**src/rtl/clkctl_pkg.sv**
```systemverilog
// Package: field positions and widths shared by the clock-control register.
// Assumes one register of fixed layout; the modulation field width is a
// parameter, and every other position is derived from it.
package clkctl_pkg;
    parameter int FM_W     = 2;
    localparam int CTL_W   = FM_W + 6;
    localparam int B_SCME  = 0;
    localparam int B_WDOG  = 1;
    localparam int B_RTI   = 2;
    localparam int B_FWK   = 3;
    localparam int B_FM_LO = 4;
    localparam int B_FM_HI = B_FM_LO + FM_W - 1;
    localparam int B_PLL   = B_FM_HI + 1;
    localparam int B_MON   = B_PLL + 1;
endpackage

```
**src/rtl/clkctl_guard.sv**
```systemverilog
// Module: clkctl_guard
// Computes a per-bit write mask from live status and write data.
// Assumes the caller qualifies the mask with the bus write strobe.
module clkctl_guard
    import clkctl_pkg::*;
(
    input  logic             scm_active,
    input  logic             pll_is_sys,
    input  logic             special_mode,
    input  logic             once_armed,
    input  logic [CTL_W-1:0] wdata,
    output logic [CTL_W-1:0] wmask
);
    logic scme_ok;

    // Bit 0 may be written if the mode allows it and the write is not a clear during self-clock mode.
    always_comb scme_ok = (special_mode || !once_armed) && !(scm_active && !wdata[B_SCME]);

    for (genvar b = 0; b < CTL_W; b++) begin : g_bit
        if (b == B_MON) begin : g_mon
            // Monitor enable is frozen while self-clock mode runs.
            always_comb wmask[b] = !scm_active;
        end else if (b >= B_FM_LO && b <= B_PLL) begin : g_pll
            // PLL on and modulation bits are frozen while the PLL is the system clock.
            always_comb wmask[b] = !pll_is_sys;
        end else if (b == B_SCME) begin : g_scme
            // Self-clock-mode enable follows its write-once and no-clear rules.
            always_comb wmask[b] = scme_ok;
        end else begin : g_free
            // Remaining bits are always writable.
            always_comb wmask[b] = 1'b1;
        end
    end
endmodule

```
**src/rtl/clkctl_store.sv**
```systemverilog
// Module: clkctl_store
// Holds the control value and the write-once lock.
// Assumes a synchronous active-low reset.
module clkctl_store
    import clkctl_pkg::*;
#(
    parameter logic [CTL_W-1:0] RST_VAL = 8'hF1
) (
    input  logic             clk,
    input  logic             rst_n,
    input  logic             wr,
    input  logic [CTL_W-1:0] wdata,
    input  logic [CTL_W-1:0] wmask,
    output logic [CTL_W-1:0] q,
    output logic             once_armed
);
    // Merge the permitted bits of a write into the stored value.
    always_ff @(posedge clk) begin
        if (!rst_n)  q <= RST_VAL;
        else if (wr) q <= (q & ~wmask) | (wdata & wmask);
    end

    // Arm the write-once lock on any write access; only reset clears it.
    always_ff @(posedge clk) begin
        if (!rst_n)  once_armed <= 1'b0;
        else if (wr) once_armed <= 1'b1;
    end
endmodule

```
**src/rtl/clkctl_decode.sv**
```systemverilog
// Module: clkctl_decode
// Turns the stored value and live status into enables and read data.
// Purely combinational; assumes q is the registered value.
module clkctl_decode
    import clkctl_pkg::*;
(
    input  logic             sel,
    input  logic             scm_active,
    input  logic [CTL_W-1:0] q,
    output logic [CTL_W-1:0] rdata,
    output logic             mon_en,
    output logic             pll_on,
    output logic [FM_W-1:0]  fm_sel,
    output logic             fast_wake_en,
    output logic             rti_pstop_en,
    output logic             wdog_pstop_en,
    output logic             scm_en
);
    // Read data shows the stored bits when selected.
    always_comb rdata = sel ? q : '0;

    // Decode the enables; the PLL is forced on in self-clock mode.
    always_comb begin
        mon_en        = q[B_MON];
        pll_on        = q[B_PLL] | scm_active;
        fm_sel        = q[B_FM_HI:B_FM_LO];
        fast_wake_en  = q[B_FWK] & q[B_SCME];
        rti_pstop_en  = q[B_RTI];
        wdog_pstop_en = q[B_WDOG];
        scm_en        = q[B_SCME];
    end
endmodule

```
**src/rtl/clkctl_reg.sv**
```systemverilog
// Module: clkctl_reg (top)
// Clock-control register with per-field write guards and decoded enables.
// Assumes single-cycle bus writes qualified by sel and wr_en.
module clkctl_reg
    import clkctl_pkg::*;
#(
    parameter logic [7:0] RST_VAL = 8'hF1
) (
    input  logic       clk,
    input  logic       rst_n,
    input  logic       sel,
    input  logic       wr_en,
    input  logic [7:0] wdata,
    output logic [7:0] rdata,
    input  logic       scm_active,
    input  logic       pll_is_sys,
    input  logic       special_mode,
    output logic       mon_en,
    output logic       pll_on,
    output logic [1:0] fm_sel,
    output logic       fast_wake_en,
    output logic       rti_pstop_en,
    output logic       wdog_pstop_en,
    output logic       scm_en
);
    logic [CTL_W-1:0] ctl_q;
    logic [CTL_W-1:0] wmask;
    logic             once_armed;
    logic             wr;

    // A bus write needs both select and strobe.
    always_comb wr = sel && wr_en;

    clkctl_guard i_guard (
        .scm_active  (scm_active),
        .pll_is_sys  (pll_is_sys),
        .special_mode(special_mode),
        .once_armed  (once_armed),
        .wdata       (wdata),
        .wmask       (wmask)
    );

    clkctl_store #(.RST_VAL(RST_VAL)) i_store (
        .clk       (clk),
        .rst_n     (rst_n),
        .wr        (wr),
        .wdata     (wdata),
        .wmask     (wmask),
        .q         (ctl_q),
        .once_armed(once_armed)
    );

    clkctl_decode i_decode (
        .sel          (sel),
        .scm_active   (scm_active),
        .q            (ctl_q),
        .rdata        (rdata),
        .mon_en       (mon_en),
        .pll_on       (pll_on),
        .fm_sel       (fm_sel),
        .fast_wake_en (fast_wake_en),
        .rti_pstop_en (rti_pstop_en),
        .wdog_pstop_en(wdog_pstop_en),
        .scm_en       (scm_en)
    );
endmodule

```
**config.mk**
```make
export PLATFORM = sky130hd
export DESIGN_NAME = clkctl_reg
export DESIGN_NICKNAME = d
export VERILOG_FILES = /design/src/rtl/clkctl_pkg.sv /design/src/rtl/clkctl_guard.sv /design/src/rtl/clkctl_store.sv /design/src/rtl/clkctl_decode.sv /design/src/rtl/clkctl_reg.sv
export SDC_FILE = /design/constraint.sdc
export NUM_CORES = 1
export LEC_CHECK = 0
export BUFFER_PORTS_ARGS = -buffer_cell sky130_fd_sc_hd__buf_2
export CELL_PAD_IN_SITES_DETAIL_PLACEMENT = 0
export CELL_PAD_IN_SITES_GLOBAL_PLACEMENT = 1
export CORE_ASPECT_RATIO = 1.4
export CORE_MARGIN = 1
export CORE_UTILIZATION = 23
export CTS_CLUSTER_DIAMETER = 100
export DETAILED_ROUTE_END_ITERATION = 10
export PLACE_DENSITY = 0.68
export SKIP_LAST_GASP = 1
export SLEW_MARGIN = 15
export SYNTH_ARGS = -nofsm -noshare
export SYNTH_HDL_FRONTEND = slang
export SYNTH_SLANG_ARGS = --single-unit
```
**constraint.sdc**
```tcl
create_clock -name clk -period 0.9 [get_ports clk]
set_clock_uncertainty 0.05 [all_clocks]
set_input_delay 0.045 -clock clk [delete_from_list [all_inputs] [get_ports clk]]
set_output_delay 0.045 -clock clk [all_outputs]
set_load 0.005 [all_outputs]
```
==> results.yml <==
detailed_routing:
  wl_met2_um: 583
  ant_nets: 0
  post_drt_wl_per_cell_um: 10.36
  via_per_inst: 4.414
  firstDrtPassIters: 4
  drcViolationCount: 0
  wl_met3_um: 75
  vias: 490
  met1Wirelength_um: 448
  top_layer_used: "met4"
  drt_iter0_drc: 5
  wirelength_um: 1150
clocking:
  cts_buffers: 3
  clk_path_buf_depth: 2
  clkLatencyLatePin_ns: 0.26
  clock-sinks: 9
  ctsRootBufferMaster: "clkbuf_4"
  clkTransAtPathRegs_ns: 0.06
  htree_levels: 1
  cts_tree: "built"
placement:
  dp.final_hpwl_um: 755.3
  finalWeightedCongestion: 0.6257
  portBuffers: 30
  placed_cells: 97
floorplanning:
  die_h_um: 52.96
  ios: 31
  rows: 18
  die_x_um: 38.40
  core-area_sq_um: 1757
  dieArea_sq_um: 2034
  start_util_pct: 24.29
finish:
  multi_input_comb_area_sq_um: 231.5
  utilization_pct: 44.16
  layout_commonest_cell: "buf_2"
  syn_to_final_growth_pct: 81.82
  final_cell_mix: "25 x buf_2, 8 x dfxtp_2, 8 x dlygate4sd3_1"
  diodes: 0
  final_nets: 107
  fillers: 181
  drive_above_1_share_pct: 57.14
  final-seq-area_sq_um: 190.2
  finalNonFillerCells: 111
logic_synthesis:
  yosys_warnings: 0
  synth_cells: 48
  syn_area_sq_um: 426.7
  synth_fp_nets: 63
  synth_seq_cells: 9
  syn_area_per_cell_sq_um: 8.889
  synth_cell_type_count: 17
  yosysSeqAreaShare_pct: 42.23
setup_path:
  crit_type: "flip-flop to output port"
  path_max_fanout: 2
  r2r_slack_ns: 0
  worstSetupStartpointType: "flip-flop"
  critPathRequiredTime_ns: 0.81
  worstPathArrival_ns: 0.92
  setup.worst_path.end_class: "output port"
pwr:
  total_power_w: 0.0009551
  powerDensity_nw_per_um2: 1231
  ir_worst_vdd_mv: 0.7084
  p_leak_nw: 0.3744
sta:
  tightest_slew_ns: 0.2064
  min_period_over_period_pct: 112.6
  fin_hold_ws_ns: -0.0004045
  rsz0062_at_grt: "true"
  finalSetupTns_ns: -0.4022
  hold_viol_final: 1
  setup_viol: 10
  fmax_mhz: 987.0
  period_needed_ns: 1.013
  slew_headroom_pct: 86.02
  finalWorstSetupSlack_ns: -0.1131
  drv_slew: 0
flow_run:
  drv_cap: 0
grt:
  grt_pass1_wl_um: 1614
  grt_overflow: 0
  grt_pass1_vias: 402
  grt_util_all_layers_pct: 12.37
  grt_max_degree: 10
  antenna_found_initial: 0
status:
  violations: "negative hold slack, negative setup slack"
  status: "finished, violations left"
min_path:
  hold_path_class: "input pin to flip-flop"
## power breakdown
part | switching [W] | internal, W | leakage (nW) | total, W
logic | 0.0000754 | 0.000126 | 0.287 | 0.000202
clock network | 0.000151 | 0.000172 | 0.0150 | 0.000323
registers | 0.0000109 | 0.000420 | 0.0729 | 0.000431
total | 0.000238 | 0.000718 | 0.374 | 0.000955
## cell families (layout without fill, tap and decap cells)
| group | Yosys count | in the layout | share of synthesized area, % |
|---|---|---|---|
| muxes | 3 | 3 | 7.038 |
| DFF | 9 | 9 | 42.23 |
| buffers and inverters | 5 | 48 | 6.450 |
| and+or+nand+nor | 23 | 23 | 29.62 |
| AOI/OAI and AO/OA | 8 | 8 | 14.66 |
## Yosys cell counts, drive strengths merged
master,count,area [sq um]
nand3,3,15.01
nand2,7,28.78
and2,9,56.30
nand3b,1,7.510
dfxtp,9,180.2
or2,1,6.260
o21ai,1,5.000
buf,3,20.01
nor2b,2,12.51
inv,2,7.510
a21boi,3,22.52
mux2i,3,30.03
o311ai,2,17.52
a21oi,1,5.000
o31ai,1,12.51
## layout make-up
class / count / share of cell area, %
timing repair buffer: 42 / 38.06
sequential: 9 / 24.52
inverter: 2 / 0.9677
multi-input combinational: 34 / 29.84
tap: 20 / 3.226
clock buffer: 4 / 3.387
## stage by stage
stage	worst slack, ns	cell area (sq um)	hold WS (ns)
CTS	-0.1167	747.0	0.005299
global placement	0.01939	596.8	0.2070
global route	-0.1449	775.7	0.003803
floorplan	0.03372	426.7	0.05694
detailed placement	0.001612	596.8	0.2126
finish	-0.1131	775.7	-0.0004045
## per-layer routing
| metal | GRT usage [%] | vias to the layer above |
|---|---|---|
| li1 | - | 247 |
| met2 | 19.49 | 17 |
| met4 | 12.07 | 0 |
| met3 | 5.042 | 4 |
| met1 | 11.40 | 222 |
| met5 | 0 | - |
## critical path, cell delays in order, from the launching register on
cell     delay (ns)
dfxtp_2        0.32
buf_6          0.10
and2_4         0.12
buf_6          0.10
## final timing paths
| kind | startpoint | end | cells past startpoint |
|---|---|---|---|
| max | flip-flop | rdata[6] | 3 |
| min | wdata[0] | flip-flop | 3 |
| max reg2reg | i_store.once_armed$_SDFFE_PN0P_ | flip-flop | 3 |
| min reg2reg | i_store.q[3]$_SDFFE_PN0P_ | i_store.q[3]$_SDFFE_PN0P_ | 2 |
## repair_timing
item	4_1_cts	5_1_grt
hold buffers	8	0
endpoints found under the hold margin	7	0
gates resized for setup	11	8
setup buffers	2	0
endpoints found under the setup margin	11	11
pin swaps	3	1
Note: power is estimated with default switching activity, not from simulation.
